==> src/rtl/lvdt_pkg.sv <==
package lvdt_pkg;

    localparam int POS_W  = 16;
    localparam int FRAC_W = 15;

    typedef enum logic {
        COIL_A = 1'b0,
        COIL_B = 1'b1
    } coil_e;

    // First-quadrant sine magnitude from a rational approximation.
    // x runs 0..q, where q table steps cover a quarter period.
    function automatic int qwave_val(input int x, input int q, input int amp);
        longint h;
        longint p;
        longint n;
        longint d;
        h = 2 * q;
        p = longint'(x) * (h - x);
        n = 16 * p * amp;
        d = 5 * h * h - 4 * p;
        return int'(n / d);
    endfunction

endpackage

==> src/rtl/lvdt_sine_gen.sv <==
module lvdt_sine_gen
    import lvdt_pkg::*;
#(
    parameter int EXC_W     = 12,
    parameter int QBITS     = 4,
    parameter int PHASE_W   = 16,
    parameter int PHASE_INC = 256,
    parameter int EXC_DIV   = 4
) (
    input  logic             clk,
    input  logic             rst_n,
    output logic [EXC_W-1:0] code
);
    localparam int Q     = 1 << QBITS;
    localparam int AMP   = (1 << (EXC_W - 1)) - 1;
    localparam int DIV_W = (EXC_DIV > 1) ? $clog2(EXC_DIV) : 1;

    typedef struct packed {
        logic [PHASE_W-1:0] phase;
        logic [DIV_W-1:0]   cnt;
        logic [EXC_W-1:0]   code;
    } sg_t;

    sg_t cur_q, nxt_d;

    logic [EXC_W-1:0] lut [Q+1];

    for (genvar g = 0; g <= Q; g++) begin : g_lut
        localparam logic [EXC_W-1:0] ENTRY = EXC_W'(qwave_val(g, Q, AMP));
        assign lut[g] = ENTRY;
    end

    logic             tick_d;
    logic [1:0]       quad_d;
    logic [QBITS-1:0] addr_d;
    logic [QBITS:0]   idx_d;
    logic [EXC_W-1:0] mag_d;

    always_comb begin
        nxt_d  = cur_q;
        tick_d = (cur_q.cnt == DIV_W'(EXC_DIV - 1));
        quad_d = cur_q.phase[PHASE_W-1 -: 2];
        addr_d = cur_q.phase[PHASE_W-3 -: QBITS];
        idx_d  = quad_d[0] ? ((QBITS+1)'(Q) - {1'b0, addr_d}) : {1'b0, addr_d};
        mag_d  = lut[idx_d];
        if (tick_d) begin
            nxt_d.cnt   = '0;
            nxt_d.phase = cur_q.phase + PHASE_W'(PHASE_INC);
            nxt_d.code  = quad_d[1] ? (~mag_d + 1'b1) : mag_d;
        end else begin
            nxt_d.cnt = cur_q.cnt + 1'b1;
        end
    end

    always_ff @(posedge clk or negedge rst_n) begin
        if (!rst_n) cur_q <= '0;
        else        cur_q <= nxt_d;
    end

    assign code = cur_q.code;

    // the phase moves by exactly one increment per excitation step
    p_phase_step_r1: assert property (@(posedge clk) disable iff (!rst_n)
        tick_d |=> cur_q.phase == $past(cur_q.phase) + PHASE_W'(PHASE_INC));

    // the code holds between steps
    p_code_hold_r1: assert property (@(posedge clk) disable iff (!rst_n)
        !tick_d |=> $stable(cur_q.code));

    // the code stays within the symmetric range and never takes the most negative value
    p_exc_symmetric_r2: assert property (@(posedge clk) disable iff (!rst_n)
        cur_q.code != {1'b1, {(EXC_W-1){1'b0}}});

endmodule

==> src/rtl/lvdt_frame_acc.sv <==
module lvdt_frame_acc
    import lvdt_pkg::*;
#(
    parameter int ADC_W      = 12,
    parameter int ACC_W      = 17,
    parameter int FRAME_CLKS = 12500
) (
    input  logic             clk,
    input  logic             rst_n,
    input  logic             smp_valid,
    input  logic             smp_coil,
    input  logic [ADC_W-1:0] smp_data,
    output logic             frame_tick,
    output logic [ACC_W-1:0] close_a,
    output logic [ACC_W-1:0] close_b
);
    localparam int CNT_W = (FRAME_CLKS > 1) ? $clog2(FRAME_CLKS) : 1;

    typedef struct packed {
        logic [CNT_W-1:0] cnt;
        logic [ACC_W-1:0] acc_a;
        logic [ACC_W-1:0] acc_b;
    } fa_t;

    fa_t cur_q, nxt_d;

    logic [ADC_W-1:0] mag_d;
    logic [ACC_W-1:0] add_a_d;
    logic [ACC_W-1:0] add_b_d;

    always_comb begin
        nxt_d   = cur_q;
        mag_d   = smp_data[ADC_W-1] ? (~smp_data + 1'b1) : smp_data;
        add_a_d = cur_q.acc_a;
        add_b_d = cur_q.acc_b;
        if (smp_valid && coil_e'(smp_coil) == COIL_A) add_a_d = cur_q.acc_a + ACC_W'(mag_d);
        if (smp_valid && coil_e'(smp_coil) == COIL_B) add_b_d = cur_q.acc_b + ACC_W'(mag_d);
        frame_tick = (cur_q.cnt == CNT_W'(FRAME_CLKS - 1));
        if (frame_tick) begin
            nxt_d.cnt   = '0;
            nxt_d.acc_a = '0;
            nxt_d.acc_b = '0;
        end else begin
            nxt_d.cnt   = cur_q.cnt + 1'b1;
            nxt_d.acc_a = add_a_d;
            nxt_d.acc_b = add_b_d;
        end
    end

    always_ff @(posedge clk or negedge rst_n) begin
        if (!rst_n) cur_q <= '0;
        else        cur_q <= nxt_d;
    end

    assign close_a = add_a_d;
    assign close_b = add_b_d;

    // every frame starts from empty totals
    p_acc_clear_r4: assert property (@(posedge clk) disable iff (!rst_n)
        frame_tick |=> (cur_q.acc_a == '0 && cur_q.acc_b == '0));

    // an invalid sample leaves both totals untouched
    p_invalid_ignored_r3: assert property (@(posedge clk) disable iff (!rst_n)
        (!smp_valid && !frame_tick) |=> ($stable(cur_q.acc_a) && $stable(cur_q.acc_b)));

endmodule

==> src/rtl/lvdt_ratio_div.sv <==
module lvdt_ratio_div
    import lvdt_pkg::*;
#(
    parameter int SUM_W = 18,
    parameter int QUO_W = POS_W
) (
    input  logic             clk,
    input  logic             rst_n,
    input  logic             start,
    input  logic [SUM_W-1:0] num_abs,
    input  logic             num_neg,
    input  logic [SUM_W-1:0] den,
    output logic             busy,
    output logic [QUO_W-1:0] quo,
    output logic             res_neg,
    output logic             res_zero
);
    localparam int CW = $clog2(QUO_W);

    typedef struct packed {
        logic             busy;
        logic [CW-1:0]    cnt;
        logic [SUM_W:0]   rem;
        logic [SUM_W-1:0] den;
        logic [QUO_W-1:0] quo;
        logic             neg;
        logic             zero;
    } dv_t;

    dv_t cur_q, nxt_d;

    logic           ge_d;
    logic [SUM_W:0] diff_d;

    always_comb begin
        nxt_d  = cur_q;
        ge_d   = cur_q.rem >= {1'b0, cur_q.den};
        diff_d = ge_d ? (cur_q.rem - {1'b0, cur_q.den}) : cur_q.rem;
        if (start) begin
            nxt_d.rem  = {1'b0, num_abs};
            nxt_d.den  = den;
            nxt_d.neg  = num_neg;
            nxt_d.zero = (den == '0);
            nxt_d.quo  = '0;
            nxt_d.busy = (den != '0);
            nxt_d.cnt  = CW'(QUO_W - 1);
        end else if (cur_q.busy) begin
            nxt_d.quo = {cur_q.quo[QUO_W-2:0], ge_d};
            nxt_d.rem = {diff_d[SUM_W-1:0], 1'b0};
            if (cur_q.cnt == '0) nxt_d.busy = 1'b0;
            else                 nxt_d.cnt  = cur_q.cnt - 1'b1;
        end
    end

    always_ff @(posedge clk or negedge rst_n) begin
        if (!rst_n) cur_q <= '0;
        else        cur_q <= nxt_d;
    end

    assign busy     = cur_q.busy;
    assign quo      = cur_q.quo;
    assign res_neg  = cur_q.neg;
    assign res_zero = cur_q.zero;

    // the partial remainder stays below twice the divisor while iterating
    p_rem_bound_r6: assert property (@(posedge clk) disable iff (!rst_n)
        cur_q.busy |-> cur_q.rem < {cur_q.den, 1'b0});

    // a finished quotient never exceeds 1.0 in Q1.15
    p_quo_bound_r6: assert property (@(posedge clk) disable iff (!rst_n)
        (!cur_q.busy && $past(cur_q.busy)) |-> cur_q.quo <= QUO_W'(1 << (QUO_W - 1)));

endmodule

==> src/rtl/lvdt_ratio_demod.sv <==
module lvdt_ratio_demod
    import lvdt_pkg::*;
#(
    parameter int EXC_W        = 12,
    parameter int QBITS        = 4,
    parameter int PHASE_W      = 16,
    parameter int PHASE_INC    = 256,
    parameter int EXC_DIV      = 4,
    parameter int ADC_W        = 12,
    parameter int FRAME_CLKS   = 12500,
    parameter int MAX_PER_COIL = 25
) (
    input  logic             clk,
    input  logic             rst_n,
    input  logic             adc_valid,
    input  logic             adc_coil,
    input  logic [ADC_W-1:0] adc_data,
    output logic [EXC_W-1:0] exc_code,
    output logic [POS_W-1:0] pos,
    output logic             pos_valid,
    output logic             pos_fault
);
    localparam int ACC_W = ADC_W + $clog2(MAX_PER_COIL + 1);
    localparam int SUM_W = ACC_W + 1;

    logic             frame_tick;
    logic [ACC_W-1:0] close_a;
    logic [ACC_W-1:0] close_b;
    logic             div_busy;
    logic [POS_W-1:0] div_quo;
    logic             div_neg;
    logic             div_zero;

    logic [SUM_W-1:0] num_abs_d;
    logic             num_neg_d;
    logic [SUM_W-1:0] den_d;

    lvdt_sine_gen #(
        .EXC_W(EXC_W), .QBITS(QBITS), .PHASE_W(PHASE_W),
        .PHASE_INC(PHASE_INC), .EXC_DIV(EXC_DIV)
    ) u_sine (
        .clk(clk), .rst_n(rst_n), .code(exc_code)
    );

    lvdt_frame_acc #(
        .ADC_W(ADC_W), .ACC_W(ACC_W), .FRAME_CLKS(FRAME_CLKS)
    ) u_frame (
        .clk(clk), .rst_n(rst_n),
        .smp_valid(adc_valid), .smp_coil(adc_coil), .smp_data(adc_data),
        .frame_tick(frame_tick), .close_a(close_a), .close_b(close_b)
    );

    always_comb begin
        num_neg_d = close_b > close_a;
        num_abs_d = num_neg_d ? SUM_W'(close_b - close_a) : SUM_W'(close_a - close_b);
        den_d     = SUM_W'(close_a) + SUM_W'(close_b);
    end

    lvdt_ratio_div #(
        .SUM_W(SUM_W), .QUO_W(POS_W)
    ) u_div (
        .clk(clk), .rst_n(rst_n), .start(frame_tick),
        .num_abs(num_abs_d), .num_neg(num_neg_d), .den(den_d),
        .busy(div_busy), .quo(div_quo), .res_neg(div_neg), .res_zero(div_zero)
    );

    typedef struct packed {
        logic [POS_W-1:0] pos;
        logic             valid;
        logic             fault;
        logic             have;
    } ps_t;

    ps_t cur_q, nxt_d;

    logic [POS_W-1:0] mag_d;

    always_comb begin
        nxt_d       = cur_q;
        nxt_d.valid = 1'b0;
        mag_d       = div_quo[POS_W-1] ? {1'b0, {(POS_W-1){1'b1}}} : div_quo;
        if (frame_tick) begin
            nxt_d.have = 1'b1;
            if (cur_q.have) begin
                nxt_d.valid = 1'b1;
                nxt_d.fault = div_zero;
                if (!div_zero) nxt_d.pos = div_neg ? (~mag_d + 1'b1) : mag_d;
            end
        end
    end

    always_ff @(posedge clk or negedge rst_n) begin
        if (!rst_n) cur_q <= '0;
        else        cur_q <= nxt_d;
    end

    assign pos       = cur_q.pos;
    assign pos_valid = cur_q.valid;
    assign pos_fault = cur_q.fault;

    // the strobe lasts exactly one cycle
    p_strobe_pulse_r5: assert property (@(posedge clk) disable iff (!rst_n)
        pos_valid |=> !pos_valid);

    // the divider has finished before the next boundary consumes its result
    p_div_ready_r5: assert property (@(posedge clk) disable iff (!rst_n)
        frame_tick |-> !div_busy);

    // a zero-sum frame keeps the previous position
    p_hold_on_zero_r7: assert property (@(posedge clk) disable iff (!rst_n)
        (pos_valid && pos_fault) |-> $stable(pos));

    // the fault flag moves only together with the strobe
    p_fault_on_strobe_r7: assert property (@(posedge clk) disable iff (!rst_n)
        !pos_valid |-> $stable(pos_fault));

endmodule

==> config.mk <==
export PLATFORM = sky130hd
export DESIGN_NAME = lvdt_ratio_demod
export DESIGN_NICKNAME = d
export VERILOG_FILES = /design/src/rtl/lvdt_pkg.sv /design/src/rtl/lvdt_sine_gen.sv /design/src/rtl/lvdt_frame_acc.sv /design/src/rtl/lvdt_ratio_div.sv /design/src/rtl/lvdt_ratio_demod.sv
export SDC_FILE = /design/constraint.sdc
export NUM_CORES = 1
export LEC_CHECK = 0
export ABC_AREA = 1
export BUFFER_PORTS_ARGS = -buffer_cell sky130_fd_sc_hd__buf_2
export CAP_MARGIN = 30
export CELL_PAD_IN_SITES_DETAIL_PLACEMENT = 0
export CELL_PAD_IN_SITES_GLOBAL_PLACEMENT = 1
export CORE_UTILIZATION = 42
export DETAILED_ROUTE_END_ITERATION = 10
export GPL_TIMING_DRIVEN = 0
export HOLD_SLACK_MARGIN = 0.02
export PLACE_DENSITY_LB_ADDON = 0.1
export SLEW_MARGIN = 10
export SYNTH_ARGS = -nofsm -noshare
export SYNTH_HDL_FRONTEND = slang
export SYNTH_SLANG_ARGS = --single-unit
==> constraint.sdc <==
create_clock -name clk -period 3.86 [get_ports clk]
set_input_delay 0.579 -clock clk [delete_from_list [all_inputs] [get_ports clk]]
set_output_delay 0.579 -clock clk [all_outputs]
set_load 0.02 [all_outputs]
==> Word-level counts from Yosys, hierarchy flattened <==
Memory sizes are Yosys's and may differ from the RTL's.
Index checks and enable logic that the tools add are counted.
{ "totals": {"mem_bits_ro": 384, "input_bits": 16, "mem_count": 1, "register_bits": 157} }
{ "memory_table": {"columns": ["memory", "words", "word_bits", "read_ports", "rd_clocked_by_memory_dff", "write_ports", "line_no", "text"], "rows": [
  ["(no name shown)", 32, 12, 1, 0, 0, "lvdt_sine_gen.sv:45", "mag_d = lut[idx_d];"]
]} }
{ "classes": {"mux": 21, "add_sub_neg": 14, "eq_ne": 3, "magnitude_cmp": 3, "n_reduce_logical": 9, "bitwise_logic": 6} }
{ "ops": {"columns": ["cell", "n"], "rows": [
  ["12-bit two-way mux", 4],
  ["16-bit two-way mux", 3],
  ["24-bit two-way mux", 2],
  ["48-bit two-way mux", 1],
  ["18-bit two-way mux", 2],
  ["17-bit by 17-bit subtractor with 18-bit output", 2],
  ["17-bit by 12-bit adder with 17-bit output", 2],
  ["17-bit two-way mux", 2],
  ["12-bit by 1-bit adder with 12-bit output, second input constant", 2],
  ["12-bit inverter", 2],
  ["19-bit by 18-bit greater-or-equal comparator with 1-bit output", 1],
  ["17-bit by 17-bit adder with 18-bit output", 1],
  ["18-bit zero test", 1],
  ["18-bit nonzero test", 1],
  ["18-bit subtractor", 1],
  ["17-bit greater-than comparator", 1],
  ["16-bit by 1-bit adder with 16-bit output, second input constant", 1],
  ["16-bit by 9-bit adder with 16-bit output, second input constant", 1],
  ["15-bit inverter with 16-bit output", 1],
  ["15-bit two-way mux", 1],
  ["14-bit by 1-bit adder with 14-bit output, second input constant", 1],
  ["14-bit equality test, second input constant", 1],
  ["6-bit greater-or-equal comparator, second input constant", 1],
  ["5-bit inverter with 6-bit output", 1],
  ["other kinds (16)", 20]
]} }

==> Logic depth before layout (Yosys ltp) <==
Gate-level depths: netlist of run 1.
{ "depth": {"ltp_word": 9, "depth_mapped": 36} }

==> Modules after synthesis <==
From an unflattened synthesis of run 1, not the netlist that was laid out.
{ "hier_totals": {"hier_cells": 2323, "area_unflattened_um2": 15019.4} }
{ "by_module_without_submodules": {"columns": ["module", "area_per_inst_um2", "cells_each", "n_inst", "seq_area_each_um2"], "rows": [
  ["lvdt_ratio_demod", 4649.5, 809, 1, 475.5],
  ["lvdt_frame_acc", 4494.3, 688, 1, 1201.2],
  ["lvdt_ratio_div", 3945.0, 545, 1, 1501.4],
  ["lvdt_sine_gen", 1930.6, 281, 1, 550.5]
]} }

==> Worst setup path before layout of run 1 <==
Ideal clock, no wire load.
{ "synth_path": {"kind": "input port to flip-flop", "start": "input adc_data[1]", "end": "register u_div.cur_q (netlist bit u_div.busy)", "stages": 34, "path_slack_ns": -0.619, "t_arrival_ns": 4.366, "n_path_buf": 1, "cell_sequence": "nor3_1 inv_1 nor3_1 nand2_1 nand2_1 xor2_1 ha_1 nand2_1 nand2_1 o21bai_1 a21oi_1 or2_2 nand3_1 o21ai_0 inv_1 ha_1 clkbuf_1 inv_1 nor3_1 nand2_1 nand3_1 a31oi_1 inv_1 nand3_1 inv_1 nand2_1 nand3_1 nand2_1 nand2_1 nand3_1 nor2_1 nand3_1 nand2_1 inv_1"} }
{ "synth_rtl": {"columns": ["element", "line_no", "text"], "rows": [
  ["start: declaration", "lvdt_ratio_demod.sv:17", "input logic [ADC_W-1:0] adc_data,"],
  ["end signal: assignment", "lvdt_ratio_div.sv:57", "else cur_q <= nxt_d;"],
  ["end: declaration", "lvdt_ratio_div.sv:30", "dv_t cur_q, nxt_d;"]
]} }

==> results of run 1 <==
[state kept, by name (all words and copies together) (netlist names)]
signal,count
u_div.res_zero,1
pos_fault,1
cur_q,1
u_sine.code,12
u_div.busy,1
pos,16
u_div.quo,16
u_sine.addr_d,4
u_div.cur_q,41
pos_valid,1
u_sine.cur_q,6
u_frame.cur_q,48
u_div.res_neg,1
[worst max-delay path: cells and delay by family]
kind            cells  cell delay [ns]
simple gates       13             1.49
compound gates      5             0.78
xor+xnor            3             0.61
buf+inv             6             0.50
fa+ha+maj           2             0.49
[power breakdown]
group / total (mW) / internal, mW / switching, mW
combinational: 10.8 / 4.66 / 6.15
sequential: 1.91 / 1.72 / 0.184
clock: 1.74 / 0.990 / 0.749
total: 14.4 / 7.37 / 7.08
[synth_stat cells, types with 12 or more instances]
| cell | instances |
|---|---|
| a21oi_1 | 94 |
| a31oi_1 | 13 |
| buf_4 | 31 |
| clkbuf_1 | 36 |
| dfrtp_1 | 149 |
| ha_1 | 104 |
| inv_1 | 260 |
| nand2_1 | 438 |
| nand2_2 | 15 |
| nand3_1 | 110 |
| nand4_1 | 23 |
| nor2_1 | 178 |
| nor3_1 | 27 |
| o21ai_0 | 116 |
| o22ai_1 | 18 |
| or2_2 | 12 |
| xnor2_1 | 20 |
| xor2_1 | 78 |
[worst paths after layout]
path | from | end | slack (ns) | depth (start not counted)
min in group clk | u_sine.cur_q[12] | u_sine.cur_q[12] | 0.43 | 1
setup / recovery | adc_data[1] | u_div.busy | -0.27 | 29
setup reg to reg | u_frame.cur_q[17] | u_div.cur_q[53] | -0.10 | 24
hold reg to reg | u_sine.cur_q[12] | u_sine.cur_q[12] | 0.43 | 1
max in group asynchronous | rst_n | u_frame.cur_q[35] | 2.96 | 2
hold / removal | rst_n | u_div.cur_q[37] | 0.01 | 1
[per-layer routing]
| metal | part of all wire (%) | global-route usage (%) | wire (microns) | up-vias |
|---|---|---|---|---|
| li1 | - | - | - | 6185 |
| met1 | 49 | 33.88 | 18050 | 5728 |
| met3 | 2.3 | 2.965 | 848 | 46 |
| met2 | 46 | 39.15 | 17170 | 168 |
| met4 | 2.7 | 8.370 | 984 | 0 |
| met5 | 0 | 0 | 0 | - |
[cells by family after synthesis]
kind of cell | Yosys count | synth area share, %
and+or+nand+nor | 827 | 27.73
buffers and inverters | 349 | 11.46
xor gates and xnor gates | 99 | 6.925
adders and majority gates | 110 | 11.25
AOI/OAI and AO/OA | 292 | 13.03
muxes | 1 | 0.07926
DFF | 149 | 29.52
[stage by stage]
step / setup slack, ns / hold WS, ns / total power [mW] / setup TNS, ns
after floorplan: -0.2155 / 0.2834 / 6.927 / -1.927
after global placement: -1.307 / 0.4131 / 8.347 / -54.56
after detailed placement: -1.362 / 0.4266 / 8.396 / -33.31
after CTS: -0.3778 / 0.02228 / 11.70 / -6.228
after global routing: -0.5105 / 0.03014 / 15.50 / -9.254
final: -0.2682 / 0.01332 / 14.45 / -4.056
[layout by cell type, fill, tap and decap left out, types with 16 or more instances in the layout]
cell type and instances:
buf_4 115, o21ai_2 24, nor2_4 16, a21oi_1 69
nor2_1 152, clkbuf_1 25, ha_4 33, xor2_1 65
nor3_1 19, nand2_4 23, o22ai_1 17, dfrtp_1 149
o21ai_0 87, nand3_1 77, xnor2_1 16, a21oi_2 25
ha_1 68, nand4_1 23, inv_2 31, nand2_2 91
inv_1 226, nand3_2 39, clkbuf_16 18, buf_6 23
nand2_1 338, buf_2 43
[area by class of cell]
cell class | instances | area (sq um)
fill | 2822 | 12820
multi-input combinational | 1329 | 9223
clock inverter | 13 | 165.2
buffer | 70 | 470.5
inverter | 274 | 1084
clock buffer | 19 | 442.9
tap | 390 | 488.0
timing repair buffer | 153 | 1220
sequential | 149 | 3729
[repair_timing]
item                       in CTS  in global routing
resized for setup             168                257
buffers inserted               56                 51
pin swaps                      66                110
gates cloned                    1                  1
setup endpoints to repair      29                 29
==> flow_summary_export.csv, run 1 <==
group,metric,value,unit
status,status,"finished, violations left",
status,violations,"negative setup slack",
global_routing,grt_use_total,24.40,%
timing,finalSetupViolations,23,
run,max-cap-violations,0,
place,placedCellCount,2264,
timing,period_share,106.9,%
detailed_routing,drtIter0Drc,694,
detailed_routing,wl,37.05,mm
timing,hold_viol_final,0,
global_routing,antenna_found_initial,0,
timing,fin_worst_skew,0.01622,ns
clock_tree,clk_path_buf_depth,2,
detailed_routing,drc,0,
synthesis,synthTopCellsByArea,"dfrtp_1, nand2_1, ha_1",
worst_setup_path,end_kind,"flop",
worst_setup_path,crit_path_max_incr_delay,0.27,ns
synthesis,synth_top_area_share,29.52,%
place,gp_congestion,0.8846,
synthesis,synth_flop_cell,"dfrtp_1",
synthesis,synth_area,0.01263,sq mm
timing,tightest_slew,0.8093,ns
final_layout,syn_to_final_growth,33.19,%
place,dp_hpwl,27.74,mm
worst_setup_path,slowest_stage,"ha_4",
floorplanning,die_area,0.03077,sq mm
clock_tree,clkLatencyLatePin,0.45,ns
detailed_routing,first_pass_iters,5,
synthesis,ys_seq_area_share,29.52,%
floorplanning,ios,46,
clock_tree,clk_pin_slew,0.07,ns
global_routing,grt_pass1_vias,11577,
synthesis,synth_fp_nets,1953,
worst_setup_path,crit_required,4.20,ns
synthesis,ys.warnings.count,0,
final_layout,fin_area,0.01682,sq mm
worst_setup_path,setup.worst_path.class,"in2reg",
place,place_area,0.01361,sq mm
clock_tree,cts.sinks,149,
worst_setup_path,path_max_fanout,5,
synthesis,synth-edff-count,0,
timing,grt_setup_unrepaired,"true",
synthesis,synthCells,1827,
worst_setup_path,worstPathArrival,4.46,ns
floorplanning,initial_utilization,42.61,%
power_and_ir_drop,ir_worst_vdd,468.9,uV
floorplanning,fp-row-count,63,
floorplanning,fp.coreArea,0.02964,sq mm
detailed_routing,vias,12127,
clock_tree,cts_tree,"done",
worst_setup_path,startpoint_type,"input pin",
worst_hold_path,hold_path.class,"in2async",
place,io_buffers,45,
floorplanning,chipHeight,175.4,microns
power_and_ir_drop,p_leak,8.330,nW
synthesis,avgSynthCellArea,6.913,sq um
detailed_routing,via_per_inst,5.059,
floorplanning,fp.dieW,175.4,microns
clock_tree,holdBufCountCts,0,
synthesis,synth.distinct_cells,49,
synthesis,yosysTopAreaCell,"dfrtp_1",
clock_tree,htree_levels,4,
power_and_ir_drop,power_density,858.9,mW/mm^2
detailed_routing,post_drt_wl_per_cell,15.46,microns
detailed_routing,ant_nets,0,
timing,fmax,0.2422,GHz
final_layout,drive_gt1_share,30.04,%
final_layout,fin_cells,2397,
final_layout,final_nets,2120,
final_layout,utilization,56.75,%
clock_tree,cts_made_buffers,17,
final_layout,antennaDiodeCount,0,
timing,slew-limit-headroom,46.05,%
timing,drv_slew,0,
synthesis,yosys_register_bits,149,
synthesis,async_flop_share,100.0,%
global_routing,grt_overflow,0,
clock_tree,cts-root-buf,"clkbuf_16",
global_routing,grt_pass1_wl,59.25,mm
timing,layout_setup_ws,-0.2682,ns
timing,post-route-min-period,4.128,ns
global_routing,grt_max_degree,105,
Power figures use the tool's default switching activity.
==> run 2: changes to the inputs <==
- CORE_UTILIZATION: 42 -> 46
- clock period: 3.86 -> 4.4 ns (I/O delays scaled with it)
==> flow_summary_export.csv, run 2 (synthesized netlist as in run 1, its figures left out) <==
group,metric,value,unit
final_layout,fillers,2503,
timing,layout_setup_ws,0.09386,ns
detailed_routing,post_drt_wl_per_cell,15.40,microns
worst_setup_path,rr_worst_depth,24,
floorplanning,fp.dieW,167.7,microns
worst_setup_path,rr_startpoint,"u_frame.cur_q[17]",
global_routing,grt_use_total,25.16,%
run,max-cap-violations,0,
floorplanning,initial_utilization,46.86,%
timing,grt_setup_unrepaired,"true",
timing,tightest_slew,0.8933,ns
clock_tree,cts_made_buffers,17,
final_layout,largest_reg_flops,48,
final_layout,multi_input_area,0.008652,sq mm
worst_setup_path,crit_end,"u_div.res_zero",
timing,drv_slew,0,
final_layout,layout_common_cells,"nand2_1, inv_1, nor2_1",
clock_tree,cts-root-buf,"clkbuf_16",
clock_tree,holdBufCountCts,0,
global_routing,grt_pass1_vias,11322,
place,dp_slack,-1.242,ns
timing,whs,0.1008,ns
final_layout,final_common_cell,"nand2_1",
final_layout,top_regs,"u_frame.cur_q (48), u_div.cur_q (41)",
clock_tree,htree_levels,4,
timing,fmax,0.2322,GHz
global_routing,grt_overflow,0,
floorplanning,ios,46,
detailed_routing,wl,35.67,mm
global_routing,grt_pass1_wl,56.36,mm
worst_setup_path,timing.rr.end,"u_div.cur_q[53]",
floorplanning,chipHeight,167.7,microns
detailed_routing,first_pass_iters,5,
clock_tree,cts.sinks,149,
final_layout,antennaDiodeCount,0,
detailed_routing,drtIter0Drc,713,
final_layout,syn_to_final_growth,25.37,%
final_layout,final_nets,2088,
worst_setup_path,setup.worst_path.class,"in2reg",
clock_tree,clk_path_buf_depth,2,
power_and_ir_drop,ir_worst_vdd,350.8,uV
final_layout,regArea,0.003729,sq mm
timing,hold_viol_final,0,
floorplanning,die_area,0.02812,sq mm
clock_tree,clk_pin_slew,0.07,ns
timing,post-route-min-period,4.306,ns
clock_tree,clkLatencyLatePin,0.44,ns
place,dp_hpwl,26.71,mm
clock_tree,cts_tree,"done",
final_layout,utilization,58.75,%
worst_setup_path,worstPathArrival,4.61,ns
worst_hold_path,hold_path.class,"in2async",
power_and_ir_drop,power,11.05,mW
timing,slew-limit-headroom,39.95,%
worst_setup_path,r2r_setup_slack,0.45,ns
timing,finalSetupViolations,0,
detailed_routing,ant_nets,0,
place,io_buffers,45,
worst_setup_path,crit_path_max_incr_delay,0.29,ns
power_and_ir_drop,power_density,698.1,mW/mm^2
detailed_routing,via_per_inst,5.146,
timing,period_share,97.87,%
worst_setup_path,path_max_fanout,5,
floorplanning,fp-row-count,60,
place,gp_congestion,0.9327,
status,status,"finished, final reports clean",
power_and_ir_drop,p_leak,8.036,nW
worst_setup_path,slowest_stage,"ha_4",
global_routing,grt_max_degree,103,
floorplanning,fp.coreArea,0.02695,sq mm
worst_setup_path,startpoint,"adc_data[0]",
final_layout,regMostFlops,"u_frame.cur_q",
detailed_routing,vias,11918,
worst_setup_path,crit_required,4.71,ns
final_layout,drive_gt1_share,23.49,%
worst_setup_path,cp_common_cell,"nand2_1",
global_routing,antenna_found_initial,0,
timing,fin_worst_skew,0.01449,ns
detailed_routing,drc,0,
worst_setup_path,end_kind,"flop",
worst_setup_path,startpoint_type,"input pin",
## run 2: changes by cell type in the layout (fill, tap and decap cells not counted), sizes merged
cell      before  now
buf          193  161
clkinvlp       3    1
clkinv         9    7
clkbuf        49   47
inv          273  279
## run 2: timing repair
item,4_1_cts,5_1_grt
gates cloned,0,2
endpoints found under the setup margin,28,26
gates resized for setup,102,214
buffers inserted,34,42
pin swaps,24,76
## run 2: final cells by class
| type | instances | share of cell area, % |
|---|---|---|
| flip-flops and latches | 149 | 23.55 |
| repair buffers | 124 | 5.863 |
| clock buffers | 17 | 2.687 |
| inverters | 274 | 6.622 |
| clock inverters | 15 | 1.177 |
| multi-input cells | 1329 | 54.64 |
| well taps | 341 | 2.695 |
| plain buffers | 67 | 2.766 |
## run 2: where the power goes
part	internal [mW]	switching [mW]
clock network	0.865	0.688
logic	3.25	4.57
registers	1.51	0.161
## run 2: per-stage QoR
step                      instance area, sq um  TNS (ns)  instances
after floorplan                          12640         0       1827
after global placement                   13290    -26.81       2213
after detailed placement                 13340    -29.35       2214
after CTS                                14620  -0.01176       2273
after global routing                     15830    -1.628       2316
final                                    15830         0       2316
## run 2: how the worst min path moves through the flow
stage	start	end	slack [ns]	cells after the start
after floorplan	rst_n	cur_q[0]	0.36	0
after global placement	u_sine.cur_q[12]	u_sine.cur_q[12]	0.41	1
after detailed placement	u_sine.cur_q[12]	u_sine.cur_q[12]	0.43	1
after CTS	rst_n	u_div.cur_q[37]	0.11	1
after global routing	rst_n	u_div.cur_q[38]	0.15	1
final	rst_n	u_div.cur_q[37]	0.10	1
## run 2: critical path: cells and delay by family
family                   cells  cell delay (ns)
adder cells (fa/ha/maj)      3             0.67
buffers and inverters        7             0.67
XOR/XNOR                     2             0.30
AND/OR/NAND/NOR             16             1.97
AO/OA/AOI/OAI                2             0.31
## run 2: metal layers
layer | global-route usage, % | wire length (microns) | vias to the layer above
met5 | 0 | 0 | -
met3 | 2.600 | 888 | 37
li1 | - | - | 6104
met1 | 34.89 | 17330 | 5578
met4 | 7.459 | 578 | 0
met2 | 41.38 | 16860 | 199
